--- config.mk ---
export PLATFORM = sky130hd
export DESIGN_NAME = wmu_top
export DESIGN_NICKNAME = d
export VERILOG_FILES = /design/src/rtl/wmu_pkg.sv /design/src/rtl/wmu_xor_stage.sv /design/src/rtl/wmu_translate.sv /design/src/rtl/wmu_unpack.sv /design/src/rtl/wmu_top.sv
export SDC_FILE = /design/constraint.sdc
export NUM_CORES = 1
export LEC_CHECK = 0
export BUFFER_PORTS_ARGS = -buffer_cell sky130_fd_sc_hd__clkbuf_2
export CORE_AREA = 2 2 100 102
export CTS_CLUSTER_SIZE = 40
export DETAILED_ROUTE_END_ITERATION = 8
export DIE_AREA = 0 0 102 104
export PLACE_DENSITY = 0.65
export SLEW_MARGIN = 20
export SYNTH_ARGS = -nofsm -noshare
export SYNTH_HDL_FRONTEND = slang
export SYNTH_SLANG_ARGS = --single-unit
--- constraint.sdc ---
create_clock -name clk -period 2.19 [get_ports clk]
set_clock_uncertainty 0.1 [all_clocks]
set_input_delay 0 -clock clk [delete_from_list [all_inputs] [get_ports clk]]
set_output_delay 0 -clock clk [all_outputs]
set_load 0.05 [all_outputs]
--- src/rtl/wmu_pkg.sv ---
package wmu_pkg;
  typedef enum logic [1:0] {
    WIN_32 = 2'd0,
    WIN_16 = 2'd1,
    WIN_8  = 2'd2,
    WIN_4  = 2'd3
  } win_e;
  localparam int unsigned NUM_WIN = 4;
endpackage

--- src/rtl/wmu_xor_stage.sv ---
module wmu_xor_stage #(
  parameter int unsigned AW = 16,
  parameter int unsigned IW = 10
) (
  input  logic          clk,
  input  logic          rst_n,
  input  logic          adv,
  input  logic          in_valid,
  input  logic [AW-1:0] base,
  input  logic [IW-1:0] imm,
  input  logic          xor_en,
  output logic          eff_valid,
  output logic [AW-1:0] eff_q
);
  logic [AW-1:0] mask;
  assign mask = xor_en ? {{(AW-IW){1'b0}}, imm} : '0;

  always_ff @(posedge clk) begin
    if (!rst_n) begin
      eff_valid <= 1'b0;
      eff_q     <= '0;
    end else if (adv) begin
      eff_valid <= in_valid;
      eff_q     <= base ^ mask;
    end
  end

  // bits above the immediate pass untouched (no carry into the window field)
  a_r2_no_carry: assert property (@(posedge clk) disable iff (!rst_n)
    (adv && in_valid) |=> (eff_q[AW-1:IW] == $past(base[AW-1:IW])));

  // with the enable clear, the base arrives unchanged
  a_r2_plain_base: assert property (@(posedge clk) disable iff (!rst_n)
    (adv && in_valid && !xor_en) |=> (eff_q == $past(base)));
endmodule

--- src/rtl/wmu_translate.sv ---
module wmu_translate
  import wmu_pkg::*;
#(
  parameter int unsigned AW  = 16,
  parameter int unsigned RAW = 10,
  parameter int unsigned LW  = 3
) (
  input  logic [AW-1:0]  eff,
  output logic [RAW-1:0] word_addr,
  output win_e           win,
  output logic [LW-1:0]  lane
);
  logic [RAW-1:0] cand [NUM_WIN];
  logic           unused_hi;

  assign win = win_e'(eff[AW-1 -: 2]);

  for (genvar g = 0; g < NUM_WIN; g++) begin : g_shift
    assign cand[g] = eff[g +: RAW];
  end

  assign word_addr = cand[win];
  assign unused_hi = ^eff[AW-3:RAW+LW];

  always_comb begin
    lane = '0;
    unique case (win)
      WIN_32: lane = '0;
      WIN_16: lane = {{(LW-1){1'b0}}, eff[0]};
      WIN_8:  lane = {{(LW-2){1'b0}}, eff[1:0]};
      WIN_4:  lane = eff[LW-1:0];
    endcase
  end
endmodule

--- src/rtl/wmu_unpack.sv ---
module wmu_unpack
  import wmu_pkg::*;
#(
  parameter int unsigned DW = 32,
  parameter int unsigned LW = 3
) (
  input  logic [DW-1:0] word,
  input  win_e          win,
  input  logic [LW-1:0] lane,
  output logic [DW-1:0] elem
);
  localparam int unsigned SHW = $clog2(DW);

  logic [SHW-1:0] sh;
  logic [DW-1:0]  sw;

  always_comb begin
    sh = '0;
    unique case (win)
      WIN_32: sh = '0;
      WIN_16: sh = SHW'({lane[0], 4'b0});
      WIN_8:  sh = SHW'({lane[1:0], 3'b0});
      WIN_4:  sh = SHW'({lane, 2'b0});
    endcase
  end

  assign sw = word >> sh;

  always_comb begin
    elem = sw;
    unique case (win)
      WIN_32: elem = sw;
      WIN_16: elem = {{(DW-16){sw[15]}}, sw[15:0]};
      WIN_8:  elem = {{(DW-8){1'b0}}, sw[7:0]};
      WIN_4:  elem = {{(DW-4){1'b0}}, sw[3:0]};
    endcase
  end
endmodule

--- src/rtl/wmu_top.sv ---
module wmu_top
  import wmu_pkg::*;
#(
  parameter int unsigned AW  = 16,
  parameter int unsigned IW  = 10,
  parameter int unsigned RAW = 10,
  parameter int unsigned DW  = 32
) (
  input  logic           clk,
  input  logic           rst_n,
  input  logic           in_valid,
  output logic           in_ready,
  input  logic [AW-1:0]  in_base,
  input  logic [IW-1:0]  in_imm,
  input  logic           in_xor_en,
  output logic           ram_rd,
  output logic [RAW-1:0] ram_addr,
  input  logic [DW-1:0]  ram_rdata,
  output logic           out_valid,
  input  logic           out_ready,
  output logic [DW-1:0]  out_data,
  output logic [1:0]     out_width
);
  localparam int unsigned LW = $clog2(DW / 4);

  logic           adv;
  logic           s1_valid;
  logic [AW-1:0]  s1_eff;
  logic [RAW-1:0] t_addr;
  win_e           t_win;
  logic [LW-1:0]  t_lane;
  logic           s2_valid;
  logic [RAW-1:0] s2_addr;
  win_e           s2_win;
  logic [LW-1:0]  s2_lane;
  logic           s3_valid;
  win_e           s3_win;
  logic [LW-1:0]  s3_lane;
  logic [DW-1:0]  elem;

  assign adv      = !out_valid || out_ready;
  assign in_ready = adv;

  wmu_xor_stage #(.AW(AW), .IW(IW)) u_xor (
    .clk(clk), .rst_n(rst_n), .adv(adv), .in_valid(in_valid),
    .base(in_base), .imm(in_imm), .xor_en(in_xor_en),
    .eff_valid(s1_valid), .eff_q(s1_eff)
  );

  wmu_translate #(.AW(AW), .RAW(RAW), .LW(LW)) u_xlate (
    .eff(s1_eff), .word_addr(t_addr), .win(t_win), .lane(t_lane)
  );

  always_ff @(posedge clk) begin
    if (!rst_n) begin
      s2_valid <= 1'b0;
      s2_addr  <= '0;
      s2_win   <= WIN_32;
      s2_lane  <= '0;
      s3_valid <= 1'b0;
      s3_win   <= WIN_32;
      s3_lane  <= '0;
    end else if (adv) begin
      s2_valid <= s1_valid;
      s2_addr  <= t_addr;
      s2_win   <= t_win;
      s2_lane  <= t_lane;
      s3_valid <= s2_valid;
      s3_win   <= s2_win;
      s3_lane  <= s2_lane;
    end
  end

  assign ram_rd   = s2_valid && adv;
  assign ram_addr = s2_addr;

  wmu_unpack #(.DW(DW), .LW(LW)) u_unpack (
    .word(ram_rdata), .win(s3_win), .lane(s3_lane), .elem(elem)
  );

  always_ff @(posedge clk) begin
    if (!rst_n) begin
      out_valid <= 1'b0;
      out_data  <= '0;
      out_width <= '0;
    end else if (adv) begin
      out_valid <= s3_valid;
      out_data  <= elem;
      out_width <= s3_win;
    end
  end

  // a stalled result is held steady
  a_r8_hold: assert property (@(posedge clk) disable iff (!rst_n)
    (out_valid && !out_ready) |=> (out_valid && $stable(out_data) && $stable(out_width)));

  // no RAM read while the output is stalled
  a_r8_no_read_stalled: assert property (@(posedge clk) disable iff (!rst_n)
    (out_valid && !out_ready) |-> !ram_rd);

  // halfword results are sign-extended
  a_r5_half_sign: assert property (@(posedge clk) disable iff (!rst_n)
    (out_valid && out_width == 2'd1) |-> (out_data[DW-1:16] == {(DW-16){out_data[15]}}));

  // byte results are zero-extended
  a_r5_byte_zero: assert property (@(posedge clk) disable iff (!rst_n)
    (out_valid && out_width == 2'd2) |-> (out_data[DW-1:8] == '0));

  // nibble results are zero-extended
  a_r5_nib_zero: assert property (@(posedge clk) disable iff (!rst_n)
    (out_valid && out_width == 2'd3) |-> (out_data[DW-1:4] == '0));
endmodule

# Word level (Yosys, flattened, before mapping)
# Index checks and enable logic that the tools add are counted.
[word_totals]
regBits = 74
out_inout_bits = 47
[op_classes]
n_lt_le_gt_ge = 1
reduce_logical = 5
muxes = 7
shift = 1
n_bitwise = 2
n_eq_ne = 6
[op_table]
columns = ["cell", "n"]
rows = [
  ["$pmux W32 S4", 1],
  ["$shr A32 B5 Y32", 1],
  ["$mux W10", 3],
  ["$bmux W10 S2", 1],
  ["$pmux W5 S4", 1],
  ["$xor A16 B16 Y16", 1],
  ["$pmux W3 S4", 1],
  ["$eq A2 B2 Y1 const B", 4],
  ["$eq A2 B1 Y1 const B", 2],
  ["$logic_not A2 Y1", 2],
  ["$ge A3 B3 Y1 const B", 1],
  ["$not A2 Y3", 1],
  ["$logic_and A1 B1 Y1", 1],
  ["$logic_not A1 Y1", 1],
  ["$logic_or A1 B1 Y1", 1],
]

# Logic depth before layout (Yosys ltp)
# Gate-level depths: netlist (run 1).
[depth]
word_depth = 4
depth_mapped = 8
depth_no_buf = 6

# Hierarchy
# Synthesis (run 1) repeated with hierarchy kept, for this count alone.
[unflattened]
cells_unflattened = 449
hier_area_um2 = 4225.3
[modules_own_cells]
columns = ["mod", "area_each_um2", "cells_per_inst", "instances"]
rows = [
  ["wmu_top", 2247.2, 240, 1],
  ["wmu_unpack", 892.1, 115, 1],
  ["wmu_xor_stage", 793.3, 77, 1],
  ["wmu_translate", 292.8, 17, 1],
]

# Least setup slack after synthesis (run 1)
# No wires, ideal clock.
[synth_path]
path_type = "reg-to-reg"
from = "register out_valid"
to = "register out_data[0]"
arrival_time_ps = 1807
path_stages_with_launch = 6
n_path_buf = 2
setup_slack_ps = 119
setup_time_ps = 165
path_cell_list = "dfxtp_1 > nor2b_1 > inv_2 > clkbuf_1 > buf_1 > a31oi_1"
[synth_via]
elab_chain_cells = 2
[synth_rtl]
columns = ["element", "line", "source"]
rows = [
  ["from (decl)", "wmu_top.sv:19", "output logic out_valid,"],
  ["from (signal assigned)", "wmu_top.sv:87", "out_valid <= s3_valid;"],
  ["$logic_not A1 Y1", "wmu_top.sv:41", "assign adv = !out_valid || out_ready;"],
  ["$logic_or A1 B1 Y1", "wmu_top.sv:41", ""],
  ["net in_ready", "wmu_top.sv:12", "output logic in_ready,"],
  ["to (signal assigned)", "wmu_top.sv:88", "out_data <= elem;"],
  ["to (decl)", "wmu_top.sv:21", "output logic [DW-1:0] out_data,"],
]
# The timed path passes the listed nets, and every way through them passes these cells.
# A chain may end at the register's enable or synchronous reset.

# Worst setup path after layout (run 1)
[layout_path]
from = "register s3_win[0]"
to = "register out_data[5]"
[layout_via]
elab_chain_cells = 4
word_cells_on_any_way = 7
cone_classes = "eq/ne (3); shift (1); mux (2); reduce/logical (1)"
[layout_rtl]
columns = ["element", "line", "source"]
rows = [
  ["from (decl)", "wmu_top.sv:37", "win_e s3_win;"],
  ["from (signal assigned)", "wmu_top.sv:69", "s3_win <= s2_win;"],
  ["$eq A2 B2 Y1 (tied with other cells)", "wmu_unpack.sv:19, wmu_unpack.sv:31", ""],
  ["$pmux W5 S4", "wmu_unpack.sv:19", "unique case (win)"],
  ["$shr A32 B5 Y32", "wmu_unpack.sv:27", "assign sw = word >> sh;"],
  ["$pmux W32 S4 *", "wmu_unpack.sv:31", "unique case (win)"],
]
# Every way passes the cells marked *; elsewhere a longest branch is shown, timed or not. The select of a mux whose other input is x is not followed.

==> out/metrics.yaml, run 1 <==
floorplan:
  rows: 36
  die_w_um: 102
  die_h_um: 104
  die-area_um2: 10600
  io_pins: 110
  core_area_um2: 9550
  initial_core_util: 0.407
timing:
  tightest_slew_ps: 454
  setup_tns_ps: 0
  rsz0062_at_grt: "false"
  slew_viol_final: 0
  fmax_ghz: 0.507
  fin_ws_ps: 219
  setup_viol: 0
  max_slew_margin: 0.697
  hold_ws_ps: 11.1
  period_minus_slack_ps: 1970
  hold_viol: 0
  finalCritPeriodShare: 0.900
global_routing:
  grt_pass1_wl_um: 18200
  grtUsageMet2: 0.331
  grt_overflow: 0
  grt_util_all_layers: 0.217
  antenna_found_initial: 0
  grt_pass1_vias: 3742
  grt_max_degree: 70
  use_met3: 0.0417
  grt.met1_usage: 0.289
  top_usage_layer: "met2"
synthesis:
  syn_area_per_cell_um2: 8.42
  ys_warn_count: 0
  synth_cell_types: 45
  synth_edf_count: 0
  yosysMostFrequentCell: "nand2_1"
  synth_ff_type: "dfxtp_1"
  yosysTopAreaCell: "dfxtp_1"
  synth-seq-cells: 73
  ys_seq_area_frac: 0.376
  synth_common_cells: "nand2_1, dfxtp_1, nor2_1"
  async_flop_share: 0
  synth_fp_nets: 525
  netlist_area_um2: 3890
  synth.top_cell.area_share: 0.376
  syn_inst: 462
  ys_top_cells_by_area: "dfxtp_1, nand2_1, mux4_2"
route:
  drtIter0Drc: 384
  drc: 0
  via_per_inst: 5.35
  totalWireLength_um: 11300
  routedWlPerCell_um: 15.2
  ant_nets: 0
  vias: 3976
  firstDrtPassIters: 5
setup_path:
  r2r_setup_slack_ps: 220
  worstSetupPathType: "flip-flop to flip-flop"
  start_kind: "flip-flop"
  r2r_cells: 6
  rr_startpoint: "s3_win[0]"
  critPathMaxFanout: 8
  arrival_ps: 2110
  crit_start: "s3_win[0]"
  crit_required_ps: 2330
  reg2reg_to: "out_data[5]"
  endpoint_kind: "flip-flop"
min_path:
  hold_class: "input port to flip-flop"
  hp-start: "ram_rdata[6]"
  whs_endpoint: "out_data[6]"
  hold_depth: 4
clock_tree:
  clk_pin_slew_ps: 90
  tritoncts: "yes"
  htreeDepth: 3
  numClockSinks: 73
  cts_buffer_depth: 2
  cts_buffers: 9
  post-cts-setup-buffer-count: 0
  worstSkewPairLatency_ps: 370
  root_buffer: "clkbuf_8"
place:
  io_buffer_count: 108
  dpl_worst_slack_ps: 192
  dp_hpwl_um: 7780
  gp_congestion: 0.934
job:
  maxCapViolCount: 0
layout:
  layout.nets: 668
  area_growth_pct: 35.3
  drive_gt1_frac: 0.261
  utilization: 0.551
  antennaDiodeCount: 0
pwr:
  vdd_ir_drop_max_mv: 0.312
  powerDensity_nw_per_um2: 633
  power_leakage_nw: 2.23
  fin_total_pwr_w: 0.00333
run_status:
  status: "completed"
[worst max-delay path by stage]
stage | end | slack [ps] | cells past startpoint
CTS | out_data[13] | 120 | 7
floorplan | out_data[0] | 120 | 5
finish | out_data[5] | 220 | 6
global route | out_data[4] | 100 | 6
global placement | out_data[1] | 250 | 5
detailed placement | out_data[0] | 190 | 5
[sequential cells by signal, indices dropped and copies added (netlist names)]
signal / flops
out_data: 32
u_xor.eff_q: 15
ram_addr: 10
s2_lane: 3
s3_lane: 3
out_width: 2
s2_win: 2
s3_win: 2
out_valid: 1
s2_valid: 1
s3_valid: 1
u_xor.eff_valid: 1
[routing by layer]
layer | vias to the layer above | part of all wire
li1 | 1942 | -
met1 | 1843 | 0.45
met2 | 164 | 0.46
met3 | 27 | 0.063
met4 | 0 | 0.034
met5 | - | 0
[layout by cell type, fill, tap and decap left out, drive strengths merged, types with 4 or more instances in the layout]
cell	n
clkbuf	117
nand2	88
dfxtp	73
dlygate4sd3	48
a21boi	32
nor2	30
o21ai	28
a21oi	22
buf	16
mux2i	10
o211ai	10
mux4	10
xor2	10
o211a	10
nor2b	10
o22ai	9
mux2	9
a22oi	7
o21a	7
inv	7
a211oi	5
nor3	5
and2	5
or3	4
nand3	4
nand2b	4
o22a	4
o221ai	4
[critical path, stage by stage, from the launching register on]
cell and delay (ps):
dfxtp_1 500, buf_4 200, nor2b_1 50, o21ai_1 340, mux2_2 390, a21oi_1 140
o221ai_1 130
[area by class of cell]
type / instances / area [µm²]
fillers: 935 / 4290
multi-input cells: 346 / 2250
flip-flops and latches: 73 / 1460
repair buffers: 172 / 1170
well taps: 133 / 166
clock buffers: 9 / 124
clock inverters: 7 / 83.8
inverters: 3 / 11.3
[cells by family (layout without fill, tap and decap cells)]
logic type | after synthesis | after routing | synth area share
buf+inv | 43 | 191 | 0.0476
flops | 73 | 73 | 0.376
simple gates | 158 | 158 | 0.178
compound gates | 149 | 149 | 0.267
mux | 29 | 29 | 0.110
xor+xnor | 10 | 10 | 0.0225
[metrics by stage]
stage	cell area (µm²)	instances
5_1_grt	5260	743
3_5_place_dp	4570	679
6_report	5260	743
3_3_place_gp	4570	679
2_1_floorplan	3890	462
4_1_cts	5260	743
[timing repair]
action                                  in CTS  in global routing
endpoints found under the hold margin       37                  0
hold buffers                                48                  0
endpoints found under the setup margin       0                  2
resized for setup                            0                  2
[report_power, final]
group | leakage (nW) | internal, W | switching (W)
Clock | 0.103 | 0.000548 | 0.000601
Combinational | 1.53 | 0.000298 | 0.000421
Sequential | 0.603 | 0.00141 | 0.0000558
No activity file was read; power rests on OpenSTA's default activity.
==> run 2: changes to the inputs <==
--- a/config.mk
+++ b/config.mk
@@ -6,11 +6,11 @@
 export NUM_CORES = 1
 export LEC_CHECK = 0
 export BUFFER_PORTS_ARGS = -buffer_cell sky130_fd_sc_hd__clkbuf_2
-export CORE_AREA = 2 2 100 102
-export CTS_CLUSTER_SIZE = 40
+export CORE_AREA = 2 2 91 111
+export CTS_CLUSTER_SIZE = 28
 export DETAILED_ROUTE_END_ITERATION = 8
-export DIE_AREA = 0 0 102 104
-export PLACE_DENSITY = 0.65
+export DIE_AREA = 0 0 93 113
+export PLACE_DENSITY = 0.66
 export SLEW_MARGIN = 20
 export SYNTH_ARGS = -nofsm -noshare
 export SYNTH_HDL_FRONTEND = slang
==> run 2 against run 1 <==
Effect of this change: first-iteration DRC count decreased by 49%; flip-flop and latch count did not move; non-clock buffer count shrank 4; worst setup slack worse by 75 ps.
==> out/metrics.yaml, run 2 (same netlist as run 1, synthesis figures left out) <==
timing:
  period_minus_slack_ps: 2050  # was 1970 ps
  slew_viol_final: 0  # unchanged
  setup_tns_ps: 0  # unchanged
  setup_viol: 0  # unchanged
  tightest_slew_ps: 575  # was 454 ps
  fmax_ghz: 0.489  # was 0.507 GHz
  rsz0062_at_grt: "false"  # unchanged
  hold_viol: 0  # unchanged
  max_slew_margin: 0.616  # was 0.697
  finalCritPeriodShare: 0.934  # was 0.900
setup_path:
  arrival_ps: 2200  # was 2110 ps
  start_kind: "flip-flop"  # unchanged
  critPathMaxFanout: 7  # was 8
  endpoint_kind: "flip-flop"  # unchanged
  crit_required_ps: 2340  # was 2330 ps
  worstSetupPathType: "flip-flop to flip-flop"  # unchanged
layout:
  final-seq-area_um2: 1460  # unchanged
  largest_register: "out_data"  # unchanged
  final_common_cell: "clkbuf_2"  # unchanged
  nFillCells: 870  # was 935
  layout.nets: 664  # was 668
  final_cell_mix: "clkbuf_2, nand2_1, dfxtp_1"  # unchanged
  largest_register_ffs: 32  # unchanged
  multi_input_area_um2: 2250  # about the same
  drive_gt1_frac: 0.262  # was 0.261
  utilization: 0.559  # was 0.551
  antennaDiodeCount: 0  # unchanged
  area_growth_pct: 34.6  # was 35.3%
route:
  drc: 0  # unchanged
  vias: 3965  # was 3976
  ant_nets: 0  # unchanged
  totalWireLength_um: 11700  # was 11300 µm
  via_per_inst: 5.45  # was 5.35
  firstDrtPassIters: 5  # unchanged
  routedWlPerCell_um: 16.0  # was 15.2 µm
  drtIter0Drc: 197  # was 384
floorplan:
  die_h_um: 113  # was 104 µm
  die-area_um2: 10500  # was 10600 µm²
  io_pins: 110  # unchanged
  rows: 39  # was 36
  initial_core_util: 0.415  # was 0.407
  die_w_um: 93  # was 102 µm
  core_area_um2: 9370  # was 9550 µm²
global_routing:
  grt_max_degree: 63  # was 70
  antenna_found_initial: 0  # unchanged
  grt_util_all_layers: 0.226  # was 0.217
  grt_overflow: 0  # unchanged
  grt_pass1_vias: 3978  # was 3742
  grt_pass1_wl_um: 18800  # was 18200 µm
place:
  io_buffer_count: 108  # unchanged
  gp_congestion: 0.901  # was 0.934
  dp_hpwl_um: 8020  # was 7780 µm
clock_tree:
  clk_pin_slew_ps: 50  # was 90 ps
  cts_buffer_depth: 2  # unchanged
  cts_buffers: 9  # unchanged
  numClockSinks: 73  # unchanged
  tritoncts: "yes"  # unchanged
  htreeDepth: 3  # unchanged
  root_buffer: "clkbuf_16"  # was clkbuf_8
  worstSkewPairLatency_ps: 330  # was 370 ps
pwr:
  powerDensity_nw_per_um2: 660  # was 633 nW/µm²
  power_leakage_nw: 2.23  # about the same
  vdd_ir_drop_max_mv: 0.454  # was 0.312 mV
run_status:
  status: "completed"  # unchanged
min_path:
  hold_class: "input port to flip-flop"  # unchanged
job:
  maxCapViolCount: 0  # unchanged
-- run 2: changes by cell type in the layout (fill, tap and decap cells not counted), sizes merged --
cell | before | now
buf | 16 | 19
dlygate4sd3 | 48 | 41
clkinv | 1 | 3
bufinv | 1 | 0
clkbuf | 117 | 118
inv | 7 | 3
-- run 2: through the flow --
step / hold slack (ps) / power, W / setup WS [ps] / instances / instance area, µm²
global placement: 136 / 0.00212 / 199 / 672 / 4570
detailed placement: 141 / 0.00213 / 193 / 672 / 4570
finish: 11.7 / 0.00345 / 144 / 727 / 5230
floorplan: 47.4 / 0.00193 / 119 / 462 / 3890
CTS: 2.15 / 0.00347 / 129 / 727 / 5230
global route: 16.0 / 0.00360 / 27.5 / 727 / 5230
-- run 2: what timing repair did --
action,4_1_cts,5_1_grt
resized for setup,0,1
endpoints found under the hold margin,31,0
endpoints found under the setup margin,0,1
hold buffers,41,0
setup buffers,0,0
-- run 2: worst paths after layout --
path                                 from  cells after the start  slack (ps)             end
worst max-delay path            out_valid                      7         140    out_data[13]
worst min-delay path            in_imm[5]                      5          10  u_xor.eff_q[5]
worst max register to register  out_valid                      7         140    out_data[13]
worst min register to register  s2_win[0]                      2         350       s2_win[0]
-- run 2: power by group --
part	switching [W]	internal (W)	total, W	leakage (nW)
clock network	0.000527	0.000747	0.00127	0.124
registers	0.0000601	0.00141	0.00147	0.603
logic	0.000421	0.000287	0.000708	1.50
-- run 2: cell type report --
type                       instances  area share
multi-input combinational        346       0.430
sequential                        73       0.279
inverter                           3     0.00215
tap                              123      0.0294
clock inverter                     4     0.00430
clock buffer                      10      0.0437
timing repair buffer             168       0.211
-- run 2: metal layers --
layer  track usage  up-vias  share of wire
met4         0.123        0          0.035
met1         0.266     1823           0.41
li1              -     1931              -
met5             0        -              0
met3        0.0506       34          0.070
met2         0.382      177           0.49
-- run 2: worst max-delay path, stage by stage (launching register included) --
cell and delay (ps):
dfxtp_1 300, nor2b_2 160, inv_2 70, nand2_1 90, nor2_1 400, o211ai_1 150
dlygate4sd3_1 590, o211ai_1 100
==> run 3: changes to the inputs <==
--- a/config.mk
+++ b/config.mk
@@ -11,6 +11,7 @@
 export DETAILED_ROUTE_END_ITERATION = 8
 export DIE_AREA = 0 0 93 113
 export PLACE_DENSITY = 0.66
+export RECOVER_POWER = 50
 export SLEW_MARGIN = 20
 export SYNTH_ARGS = -nofsm -noshare
 export SYNTH_HDL_FRONTEND = slang
==> run 3 against run 2 <==
Effect of this change: non-clock buffer count unchanged; utilization down 0.67 points; first-iteration DRC count unchanged; clock power about the same; wire length down 0.37%; flip-flop and latch count unchanged; fmax down 0.21%; global-route usage unchanged; final cell count unchanged; largest cell class unchanged; sequential power about the same; total power down 0.50%.
==> out/metrics.yaml, run 3 (same netlist as run 1, synthesis figures left out) <==
run_status:
  status: "completed"  # unchanged
timing:
  period_minus_slack_ps: 2050  # about the same
  fin_ws_ps: 139  # was 144 ps
  fmax_ghz: 0.488  # was 0.489 GHz
  rsz0062_at_grt: "false"  # unchanged
  hold_viol: 0  # unchanged
  finalCritPeriodShare: 0.936  # was 0.934
  slew_viol_final: 0  # unchanged
  max_slew_margin: 0.487  # was 0.616
  setup_viol: 0  # unchanged
  setup_tns_ps: 0  # unchanged
  tightest_slew_ps: 769  # was 575 ps
  hold_ws_ps: 9.84  # was 11.7 ps
place:
  dp_hpwl_um: 8020  # unchanged
  dp_cells: 672  # unchanged
  io_buffer_count: 108  # unchanged
  gp_congestion: 0.901  # unchanged
  dpl_worst_slack_ps: 193  # unchanged
job:
  maxCapViolCount: 0  # unchanged
floorplan:
  die_w_um: 93  # unchanged
  die-area_um2: 10500  # unchanged
  io_pins: 110  # unchanged
  rows: 39  # unchanged
  initial_core_util: 0.415  # unchanged
  core_area_um2: 9370  # unchanged
  die_h_um: 113  # unchanged
clock_tree:
  clk_pin_slew_ps: 50  # about the same
  tritoncts: "yes"  # unchanged
  cts_buffer_depth: 2  # unchanged
  cts_buffers: 9  # unchanged
  numClockSinks: 73  # unchanged
  worstSkewPairLatency_ps: 330  # about the same
  post-cts-setup-buffer-count: 0  # unchanged
  htreeDepth: 3  # unchanged
  root_buffer: "clkbuf_16"  # unchanged
pwr:
  power_leakage_nw: 2.07  # was 2.23 nW
  powerDensity_nw_per_um2: 664  # was 660 nW/µm²
  vdd_ir_drop_max_mv: 0.452  # was 0.454 mV
  fin_total_pwr_w: 0.00344  # was 0.00345 W
setup_path:
  cp_slowest_cell: "dlygate4sd3_1"  # unchanged
  worstSetupPathType: "flip-flop to flip-flop"  # unchanged
  crit_required_ps: 2340  # about the same
  max_stage_delay_ps: 590  # about the same
  endpoint_kind: "flip-flop"  # unchanged
  critPathMaxFanout: 7  # unchanged
  cpMostUsedCell: "o211ai_1"  # unchanged
  path_cells: "nor2b_1 > inv_2 > nand2_1 > nor2_1 > o211ai_1 > dlygate4sd3_1 > o211ai_1"  # was nor2b_2 > inv_2 > nand2_1 > nor2_1 > o211ai_1 > dlygate4sd3_1 > o211ai_1
  crit_buf_inv: 2  # unchanged
  start_kind: "flip-flop"  # unchanged
  worst_path_dominant_cell_family: "buffers and inverters"  # unchanged
  arrival_ps: 2200  # about the same
layout:
  layout.nets: 664  # unchanged
  final_cell_mix: "nand2_1, dfxtp_1, clkbuf_2"  # was clkbuf_2, nand2_1, dfxtp_1
  largest_register_ffs: 32  # unchanged
  final_common_cell: "nand2_1"  # was clkbuf_2
  multi_input_area_um2: 2250  # about the same
  layoutNonFillerInstCount: 727  # unchanged
  final-seq-area_um2: 1460  # unchanged
  area_growth_pct: 33.0  # was 34.6%
  largest_register: "out_data"  # unchanged
  drive_gt1_frac: 0.184  # was 0.262
  nFillCells: 901  # was 870
  antennaDiodeCount: 0  # unchanged
route:
  via_per_inst: 5.46  # was 5.45
  drtIter0Drc: 197  # unchanged
  vias: 3973  # was 3965
  totalWireLength_um: 11600  # was 11700 µm
  drc: 0  # unchanged
  firstDrtPassIters: 5  # unchanged
  ant_nets: 0  # unchanged
  routedWlPerCell_um: 16.0  # about the same
global_routing:
  grt_util_all_layers: 0.226  # unchanged
  grt_max_degree: 63  # unchanged
  grt_overflow: 0  # unchanged
  antenna_found_initial: 0  # unchanged
  grt_pass1_wl_um: 18800  # unchanged
  grt_pass1_vias: 3978  # unchanged
min_path:
  hold_class: "input port to flip-flop"  # unchanged
## run 3: changes by cell type in the layout (fill, tap and decap cells not counted), sizes merged
cell,before,now
buf,19,18
clkbuf,118,119
## run 3: cell type report
class,count,share of cell area
Clock buffer,10,0.0443
Clock inverter,4,0.00436
Inverter,3,0.00218
Timing Repair Buffer,168,0.202
Tap cell,123,0.0298
Multi-Input combinational cell,346,0.435
Sequential cell,73,0.283
## run 3: worst paths after layout
check	start	end	slack, ps	cells after the start
worst max-delay path	out_valid	out_data[13]	140	7
worst min-delay path	in_imm[5]	u_xor.eff_q[5]	10	5
worst max register to register	out_valid	out_data[13]	140	7
worst min register to register	ram_addr[2]	ram_addr[2]	350	2
## run 3: worst min-delay path: stages
cell      delay, ps
clkbuf_2         80
nand2_1          70
xor2_1           60
nand2_1          60
o211a_1         140
## run 3: report_power, final
group / internal [W] / switching [W]
sequential: 0.00141 / 0.0000594
combinational: 0.000272 / 0.000418
clock: 0.000747 / 0.000528
total: 0.00243 / 0.00101
## run 3: stage by stage
stage,utilization,instance area (µm²)
floorplan,-,3890
global placement,0.487,4570
detailed placement,0.487,4570
CTS,0.558,5230
global route,0.552,5170
finish,0.552,5170
## run 3: timing repair
action,CTS,global route
gates resized for setup,0,1
endpoints found under the hold margin,31,0
hold buffers,41,0
endpoints found under the setup margin,0,1
## run 3: metal layers
metal	vias up	GRT usage	part of all wire
met2	181	0.382	0.49
met3	32	0.0506	0.076
met1	1829	0.266	0.40
met4	0	0.123	0.037
met5	-	0	0
li1	1931	-	-
